## src/rtl/hzd_pkg.sv

```systemverilog
package hzd_pkg;

    parameter int unsigned REG_IDX_W = 5;
    parameter int unsigned NUM_SRC   = 2;
    parameter int unsigned NUM_PROD  = 2;

    localparam int unsigned PROD_EX  = 0;
    localparam int unsigned PROD_MEM = 1;

    typedef logic [REG_IDX_W-1:0] reg_idx_t;

    typedef struct packed {
        reg_idx_t idx;
        logic     used;
    } src_t;

    typedef struct packed {
        reg_idx_t idx;
        logic     we;
        logic     is_load;
    } prod_t;

    typedef struct packed {
        logic pc_we;
        logic ifid_hold;
        logic idex_bubble;
        logic ifid_flush;
    } ctl_t;

endpackage

```

## src/rtl/hzd_src_cmp.sv

```systemverilog
module hzd_src_cmp
    import hzd_pkg::*;
(
    input  src_t  src,
    input  prod_t prod,
    output logic  hit
);
    logic idx_eq_d;
    logic idx_nz_d;

    always_comb begin
        idx_eq_d = (src.idx == prod.idx);
        idx_nz_d = (src.idx != '0);
        hit      = src.used && prod.we && idx_nz_d && idx_eq_d;
    end
endmodule

```

## src/rtl/hzd_resolve.sv

```systemverilog
module hzd_resolve
    import hzd_pkg::*;
(
    input  logic [NUM_SRC-1:0] ex_hit,
    input  logic [NUM_SRC-1:0] mem_hit,
    input  logic               ex_is_load,
    input  logic               mem_is_load,
    input  logic               is_ctrl,
    input  logic               redirect,
    output ctl_t               ctl
);
    logic any_ex_d;
    logic any_mem_d;
    logic load_use_d;
    logic ctrl_ex_d;
    logic ctrl_mem_d;
    logic stall_d;
    ctl_t ctl_d;

    always_comb begin
        any_ex_d   = |ex_hit;
        any_mem_d  = |mem_hit;
        // ordinary consumer: only a load in execute is too late to forward
        load_use_d = any_ex_d && ex_is_load;
        // decode-stage consumer: any execute result is too late
        ctrl_ex_d  = any_ex_d && is_ctrl;
        // decode-stage consumer: load data still in memory stage
        ctrl_mem_d = any_mem_d && mem_is_load && is_ctrl;
        stall_d    = load_use_d || ctrl_ex_d || ctrl_mem_d;

        ctl_d.pc_we       = !stall_d;
        ctl_d.ifid_hold   = stall_d;
        ctl_d.idex_bubble = stall_d;
        // an unresolved branch must never redirect: stall wins
        ctl_d.ifid_flush  = redirect && !stall_d;
        ctl = ctl_d;
    end
endmodule

```

## src/rtl/hzd_unit.sv

```systemverilog
module hzd_unit
    import hzd_pkg::*;
(
    input  logic [4:0] id_rs1,
    input  logic       id_rs1_used,
    input  logic [4:0] id_rs2,
    input  logic       id_rs2_used,
    input  logic       id_is_ctrl,
    input  logic       id_redirect,
    input  logic [4:0] ex_rd,
    input  logic       ex_rd_we,
    input  logic       ex_is_load,
    input  logic [4:0] mem_rd,
    input  logic       mem_rd_we,
    input  logic       mem_is_load,
    output logic       pc_we,
    output logic       ifid_hold,
    output logic       idex_bubble,
    output logic       ifid_flush
);
    src_t  src_d  [NUM_SRC];
    prod_t prod_d [NUM_PROD];
    logic [NUM_SRC-1:0] hit_d [NUM_PROD];
    ctl_t  ctl_d;

    always_comb begin
        src_d[0]  = '{idx: id_rs1, used: id_rs1_used};
        src_d[1]  = '{idx: id_rs2, used: id_rs2_used};
        prod_d[PROD_EX]  = '{idx: ex_rd,  we: ex_rd_we,  is_load: ex_is_load};
        prod_d[PROD_MEM] = '{idx: mem_rd, we: mem_rd_we, is_load: mem_is_load};
    end

    for (genvar p = 0; p < NUM_PROD; p++) begin : g_prod
        for (genvar s = 0; s < NUM_SRC; s++) begin : g_src
            hzd_src_cmp u_cmp (
                .src  (src_d[s]),
                .prod (prod_d[p]),
                .hit  (hit_d[p][s])
            );
        end
    end

    hzd_resolve u_resolve (
        .ex_hit      (hit_d[PROD_EX]),
        .mem_hit     (hit_d[PROD_MEM]),
        .ex_is_load  (prod_d[PROD_EX].is_load),
        .mem_is_load (prod_d[PROD_MEM].is_load),
        .is_ctrl     (id_is_ctrl),
        .redirect    (id_redirect),
        .ctl         (ctl_d)
    );

    assign pc_we       = ctl_d.pc_we;
    assign ifid_hold   = ctl_d.ifid_hold;
    assign idex_bubble = ctl_d.idex_bubble;
    assign ifid_flush  = ctl_d.ifid_flush;
endmodule

```

## config.mk

```make
export PLATFORM = sky130hd
export DESIGN_NAME = hzd_unit
export DESIGN_NICKNAME = d
export VERILOG_FILES = /design/src/rtl/hzd_pkg.sv /design/src/rtl/hzd_src_cmp.sv /design/src/rtl/hzd_resolve.sv /design/src/rtl/hzd_unit.sv
export SDC_FILE = /design/constraint.sdc
export NUM_CORES = 1
export LEC_CHECK = 0
export CELL_PAD_IN_SITES_DETAIL_PLACEMENT = 1
export CELL_PAD_IN_SITES_GLOBAL_PLACEMENT = 1
export CORE_AREA = 2 2 39 41
export DETAILED_ROUTE_END_ITERATION = 7
export DIE_AREA = 0 0 41 43
export DONT_BUFFER_PORTS = 1
export PLACE_DENSITY = 0.61
export RECOVER_POWER = 100
export SKIP_LAST_GASP = 1
export SYNTH_ARGS = -nofsm -noshare
export SYNTH_HDL_FRONTEND = slang
export SYNTH_SLANG_ARGS = --single-unit
```

## constraint.sdc

```tcl
create_clock -name vclk -period 2.9
set_input_delay 0.435 -clock vclk [all_inputs]
set_output_delay 0.435 -clock vclk [all_outputs]
set_load 0.01 [all_outputs]
```

=== Word level (Yosys, flattened, before mapping) ===
Cells that the tools add are included.

* Bits in registers: 0
* Input port bits: 28
* Output and inout port bits: 4

* Equality and inequality tests: 4
* Reduce and logical (&&, ||, !) cells: 24

{| class="wikitable"
|+ Operators with widths
! kind !! number
|-
| $eq A5 B5 Y1 || 4
|-
| $logic_and A1 B1 Y1 || 17
|-
| $reduce_bool A5 Y1 || 2
|-
| $reduce_or A2 Y1 || 2
|-
| $logic_or A1 B1 Y1 || 2
|-
| $logic_not A1 Y1 || 1
|}

=== Depth between registers and ports, before layout ===
Gate-level depths: netlist (run 1).

* Word-level depth: 9
* Gate-level depth with buffers: 6
* Mapped depth without buffers: 5

=== By module ===
From an unflattened synthesis (run 1), not the netlist that was laid out.

* Cell total of the unflattened synthesis: 47
* Area, all modules: 362.8 µm²

{| class="wikitable"
|+ Modules (own cells, without submodules)
! module !! times used !! area each (µm²) !! cells an instance !! seq. area each (µm²)
|-
| hzd_src_cmp || 4 || 76.3 || 10 || 0.0
|-
| hzd_resolve || 1 || 57.6 || 7 || 0.0
|}

=== Worst setup path before layout (run 1) ===
Ideal clock, no wire load.

* Path type: input -> output
* Start point: in id_rs2[0]
* End point: out ifid_hold
* Stages: 5
* Arrival time: 1.512 ns
* Path slack: 0.953 ns
* Data required time: 2.465 ns
* Buffers on the path: 1
* Cells stage by stage: or4_4 -> o21ai_2 -> a21oi_2 -> a31o_1 -> buf_4

* Word-level cells in the longest chain between the ends: 7
* Elaborated cells between the ends (all ways): 15
* Those cells by class: eq/ne (2); reduce/logical (13)

{| class="wikitable"
|+ Ends and longest elaborated chain
! what !! RTL line !! source
|-
| start, declared || hzd_unit.sv:6 || <nowiki>input logic [4:0] id_rs2,</nowiki>
|-
| $reduce_bool A5 Y1 || hzd_src_cmp.sv:13 || <nowiki>idx_nz_d = (src.idx != '0);</nowiki>
|-
| $logic_and A1 B1 Y1 (2 in a row) || hzd_src_cmp.sv:14 || <nowiki>hit = src.used && prod.we && idx_nz_d && idx_eq_d;</nowiki>
|-
| $reduce_or A2 Y1, on equally long branches || hzd_resolve.sv:21, hzd_resolve.sv:22 ||
|-
| $logic_and A1 B1 Y1, on equally long branches || hzd_resolve.sv:24, hzd_resolve.sv:26, hzd_resolve.sv:28 ||
|-
| $logic_or A1 B1 Y1 / $logic_and A1 B1 Y1 (equally long branches) || hzd_resolve.sv:29, hzd_resolve.sv:28 ||
|-
| $logic_or A1 B1 Y1 * || hzd_resolve.sv:29 || <nowiki>stall_d = load_use_d || ctrl_ex_d || ctrl_mem_d;</nowiki>
|-
| end, declared || hzd_unit.sv:17 || <nowiki>output logic ifid_hold,</nowiki>
|}

Mark *: on every way between the ends. The rest lies on a longest branch, timed or not.

=== Worst setup path after layout (run 1) ===
* Start point: in id_rs2[0]
* End point: out ifid_flush

* Word-level cells in the longest chain between the ends: 9
* Elaborated cells between the ends (all ways): 17
* Those cells by class: eq/ne (2); reduce/logical (15)

{| class="wikitable"
|+ Ends and longest elaborated chain
! what !! RTL line !! source
|-
| $reduce_bool A5 Y1 || hzd_src_cmp.sv:13 ||
|-
| $logic_and A1 B1 Y1 (2 in a row) || hzd_src_cmp.sv:14 ||
|-
| $reduce_or A2 Y1, on equally long branches || hzd_resolve.sv:21, hzd_resolve.sv:22 ||
|-
| $logic_and A1 B1 Y1, on equally long branches || hzd_resolve.sv:24, hzd_resolve.sv:26, hzd_resolve.sv:28 ||
|-
| $logic_or A1 B1 Y1 / $logic_and A1 B1 Y1 (equally long branches) || hzd_resolve.sv:29, hzd_resolve.sv:28 ||
|-
| $logic_or A1 B1 Y1 * || hzd_resolve.sv:29 ||
|-
| $logic_not A1 Y1 * || hzd_resolve.sv:35 || <nowiki>ctl_d.ifid_flush = redirect && !stall_d;</nowiki>
|-
| $logic_and A1 B1 Y1 * || hzd_resolve.sv:35 ||
|-
| end, declared || hzd_unit.sv:19 || <nowiki>output logic ifid_flush</nowiki>
|}

Marked as above.

==> flow_summary.toml, run 1 <==
[status]
outcome = "finished clean"

[route]
first_pass_iters = 2
ant_nets = 0
wl_per_cell_um = 15.2
wl_um = 835
highest-signal-layer = "met3"
wl_met1_um = 345
via_per_inst = 5.04
drtIter0Drc = 6
drc = 0
wl_met2_um = 405
num_vias = 277
met3_length_um = 84

[timing]
setup_slack_ns = 0.882
worst_slew_pin_slew_ns = 0.445
relSlewSlack_pct = 70.2
fin_crit_sh_pct = 69.6
tns_ns = 0
period_minus_slack_ns = 2.02
fmax_mhz = 496
slew_violations = 0
setup_violations = 0
rsz0062_at_grt = "false"
hold_viol_final = 0

[global_route]
grt_max_degree = 4
grt_pass1_vias = 280
grt_pass1_wl_um = 1250
antenna_found_initial = 0
grt_usage_pct = 9.79
grt_overflow = 0

[min_path]
hold_path_startpoint = "id_redirect"
min_to = "ifid_flush"
hold_path.class = "input port to primary output"
min_path_cells = 2

[clock_tree]
cts_hold_buf = 0
cts_setup_buffers = 0
cts_resized = 0

[synth]
ys_seq_area_share_pct = 0
yosysWarnings = 0
synthDistinctLibCells = 18
netlist_area_um2 = 318
synthesis.nets = 68
syn_inst = 40
syn_area_per_cell_um2 = 7.95

[cells_and_area]
design.seq.count = 0
insertedDiodeCount = 0
seq_area_um2 = 0
final_layout_size_suffix_gt1_share_pct = 5.13
area_growth_pct = 0.787
nNetsFinal = 69
num-fill-cells = 173
clkbuf_count = 0

[place]
portBuffers = 0
place.gp.congestion = 0.681
post-place-ws_ns = 0.902

[floorplan]
fp.coreArea_um2 = 1380
die_w_um = 41
initial_utilization_pct = 23.0
fp.dieH_um = 43
fp.dieArea_um2 = 1760
pin_count = 32
num_rows = 14

[power_and_ir_drop]
vdd_ir_drop_max_mv = 0.0328
p_per_area_nw_per_um2 = 94.3
leakagePower_nw = 0.0931

[worst_setup_path]
worstPathArrival_ns = 1.58
endpoint_kind = "primary output"
cp_max_fo = 3
critPathRequiredTime_ns = 2.47
crit_type = "input port to primary output"
cp-start-kind = "input port"

[flow_run]
cap_viol_max_count = 0
==> stage by stage <==
step / area [um2] / std cells / total power, mW / util [%] / hold WS, ns
after CTS: 330 / 55 / 0.0313 / 23.9 / 0.966
after global placement: 330 / 55 / 0.0314 / 23.9 / 0.970
final: 320 / 55 / 0.0302 / 23.1 / 0.968
after detailed placement: 330 / 55 / 0.0311 / 23.9 / 0.966
after floorplan: 318 / 40 / 0.0282 / - / 0.960
after global routing: 320 / 55 / 0.0335 / 23.1 / 0.992
==> cell type report <==
class / count / area (um2) / share of cell area (%)
inverter: 1 / 3.75 / 1.17
multi-input combinational: 38 / 297 / 92.6
tap: 16 / 20.0 / 6.25
==> kinds of logic after synthesis <==
group | after synthesis | share of synthesized area (%)
buf+inv | 2 | 3.54
compound gates | 8 | 22.8
simple gates | 10 | 18.5
xor+xnor | 20 | 55.1
==> cell usage after synthesis (all sizes together) <==
| cell | number | area share [%] |
|---|---|---|
| buf | 1 | 2.4 |
| o2111ai | 2 | 5.5 |
| o31ai | 1 | 2.4 |
| nand3 | 2 | 3.1 |
| o21ai | 1 | 2.8 |
| nor2 | 1 | 1.2 |
| a21oi | 1 | 2.8 |
| nand2 | 1 | 1.2 |
| nor4 | 3 | 5.9 |
| a31o | 1 | 2.8 |
| or4 | 1 | 3.5 |
| nor3 | 1 | 1.6 |
| a311oi | 1 | 4.7 |
| a31oi | 1 | 2.0 |
| nand4 | 1 | 2.0 |
| xor2 | 12 | 33 |
| xnor2 | 8 | 22 |
| inv | 1 | 1.2 |
==> cell usage in the layout, fill, tap and decap left out, drive strengths merged <==
cell type  count
a21oi          1
a311oi         1
a31o           1
a31oi          1
inv            1
nand2          1
nand3          2
nand4          1
nor2           1
nor3           1
nor4           3
o2111ai        2
o21ai          1
o31ai          1
or4            1
xnor2          8
xor2          12
==> critical path: stages <==
cell      delay [ns]
or4_4           0.52
o21ai_2         0.12
a21oi_1         0.07
a311oi_1        0.44
==> worst max path at each step <==
| stage | startpoint | end | cells past startpoint |
|---|---|---|---|
| 2_1_floorplan | id_rs2[0] | ifid_hold | 5 |
| 3_3_place_gp | ex_rd[2] | ifid_hold | 5 |
| 3_5_place_dp | ex_rd[2] | ifid_hold | 5 |
| 4_1_cts | ex_rd[2] | ifid_hold | 5 |
| 5_1_grt | ex_rd[1] | ifid_hold | 5 |
| 6_report | id_rs2[0] | ifid_flush | 4 |
==> power by group <==
| group | switching (mW) | internal [mW] |
|---|---|---|
| registers | 0 | 0 |
| clock network | 0 | 0 |
| logic | 0.0119 | 0.0183 |
==> per-layer routing <==
layer  track usage (%)  vias to the layer above
met4             0.667                        0
met3              1.57                        0
met1              14.6                      114
met5                 0                        -
li1                  -                      146
met2              15.0                       17
Note: power is estimated with default switching activity, not from simulation.
==> run 2: changes to the inputs <==
clock period = 2 ns   (was 2.9 ns; I/O delays follow)
==> results of run 2 <==
Same layout as run 1 (identical final DEF). Status: finished clean.
Main changes from that run: setup slack after placement 0.902 ns -> 0.272 ns; setup slack after layout 0.882 ns -> 0.252 ns; hold slack 0.968 ns -> 0.698 ns; total power 0.0302 mW -> 0.0438 mW; worst IR drop on VDD 0.0328 mV -> 0.0476 mV
==> run 3: changes to the inputs <==
RECOVER_POWER = 25   (was 100)
==> flow_summary.toml, run 3 (synthesized netlist as in run 1, its figures left out) <==
[status]
outcome = "finished clean"

[route]
highest-signal-layer = "met3"
drtIter0Drc = 3
num_vias = 277
met3_length_um = 81
drc = 0
ant_nets = 0
wl_met1_um = 346
wl_per_cell_um = 15.2
first_pass_iters = 2
wl_met2_um = 407
via_per_inst = 5.04
wl_um = 835

[clock_tree]
cts_resized = 0
cts_setup_buffers = 0
cts_hold_buf = 0

[timing]
tns_ns = 0
hold_viol_final = 0
fin_crit_sh_pct = 86.8
fmax_mhz = 576
rsz0062_at_grt = "false"
period_minus_slack_ns = 1.74
worst_slew_pin_slew_ns = 0.433
finalHoldWorstSlack_ns = 0.697
setup_violations = 0
relSlewSlack_pct = 70.9
slew_violations = 0

[worst_setup_path]
critPathTopFamily = "compound AO/OA/AOI/OAI gates"
critPathRequiredTime_ns = 1.70
cp_max_fo = 3
crit_chain = "or4_4 > o21ai_2 > a21oi_2 > a311oi_1"
slowest_delay_ns = 0.52
worstPathArrival_ns = 1.44
slowest_stage = "or4_4"
crit_type = "input port to primary output"
cp-start-kind = "input port"
endpoint_kind = "primary output"
crit_buf_inv = 0

[cells_and_area]
utilization_pct = 23.4
seq_area_um2 = 0
insertedDiodeCount = 0
final_common_cell = "xor2_1"
area_growth_pct = 1.97
final_layout_size_suffix_gt1_share_pct = 7.69
final_cell_mix = "xor2_1 (12), xnor2_1 (8), nor4_1 (3), nand3_1 (2), o2111ai_1 (2)"
clkbuf_count = 0
nNetsFinal = 69
design.seq.count = 0
fin_area_um2 = 324

[power_and_ir_drop]
leakagePower_nw = 0.0930
vdd_ir_drop_max_mv = 0.0477
p_per_area_nw_per_um2 = 136
totalPowerFinal_mw = 0.0442

[place]
dpl_cell_area_um2 = 330
place.gp.congestion = 0.681
portBuffers = 0

[floorplan]
fp.coreArea_um2 = 1380
fp.dieH_um = 43
pin_count = 32
fp.dieArea_um2 = 1760
initial_utilization_pct = 23.0
die_w_um = 41
num_rows = 14

[global_route]
grt_overflow = 0
antenna_found_initial = 0
grt_pass1_wl_um = 1250
grt_max_degree = 4
grt_usage_pct = 9.79
grt_pass1_vias = 280

[flow_run]
cap_viol_max_count = 0

[min_path]
hold_path.class = "input port to primary output"
[run 3: cell counts in the layout (fill, tap and decap cells not counted)]
No cell type changed its count.
[run 3: metal layers]
layer | GRT usage [%] | vias to the layer above
met2 | 15.0 | 16
met4 | 0.667 | 0
met3 | 1.57 | 0
met5 | 0 | -
li1 | - | 146
met1 | 14.6 | 115
[run 3: through the flow]
stage	setup WS [ns]	cells
floorplan	0.323	40
global placement	0.273	55
detailed placement	0.272	55
CTS	0.262	55
global route	0.177	55
finish	0.264	55
[run 3: final cells by class]
class                      count  area, um2
inverter                       1       3.75
multi-input combinational     38        300
fill                         174       1060
tap                           16       20.0
[run 3: path summary, 6_finish.rpt]
check / start / to / slack (ns) / cells past startpoint
worst min-delay path: id_redirect / ifid_flush / 0.70 / 2
worst max-delay path: id_rs2[0] / ifid_flush / 0.26 / 4
[run 3: where the power goes]
part,total [mW],leakage (nW),switching [mW],internal [mW]
sequential,0,0,0,0
clock,0,0,0,0
combinational,0.0442,0.0930,0.0175,0.0267
total,0.0442,0.0930,0.0175,0.0267
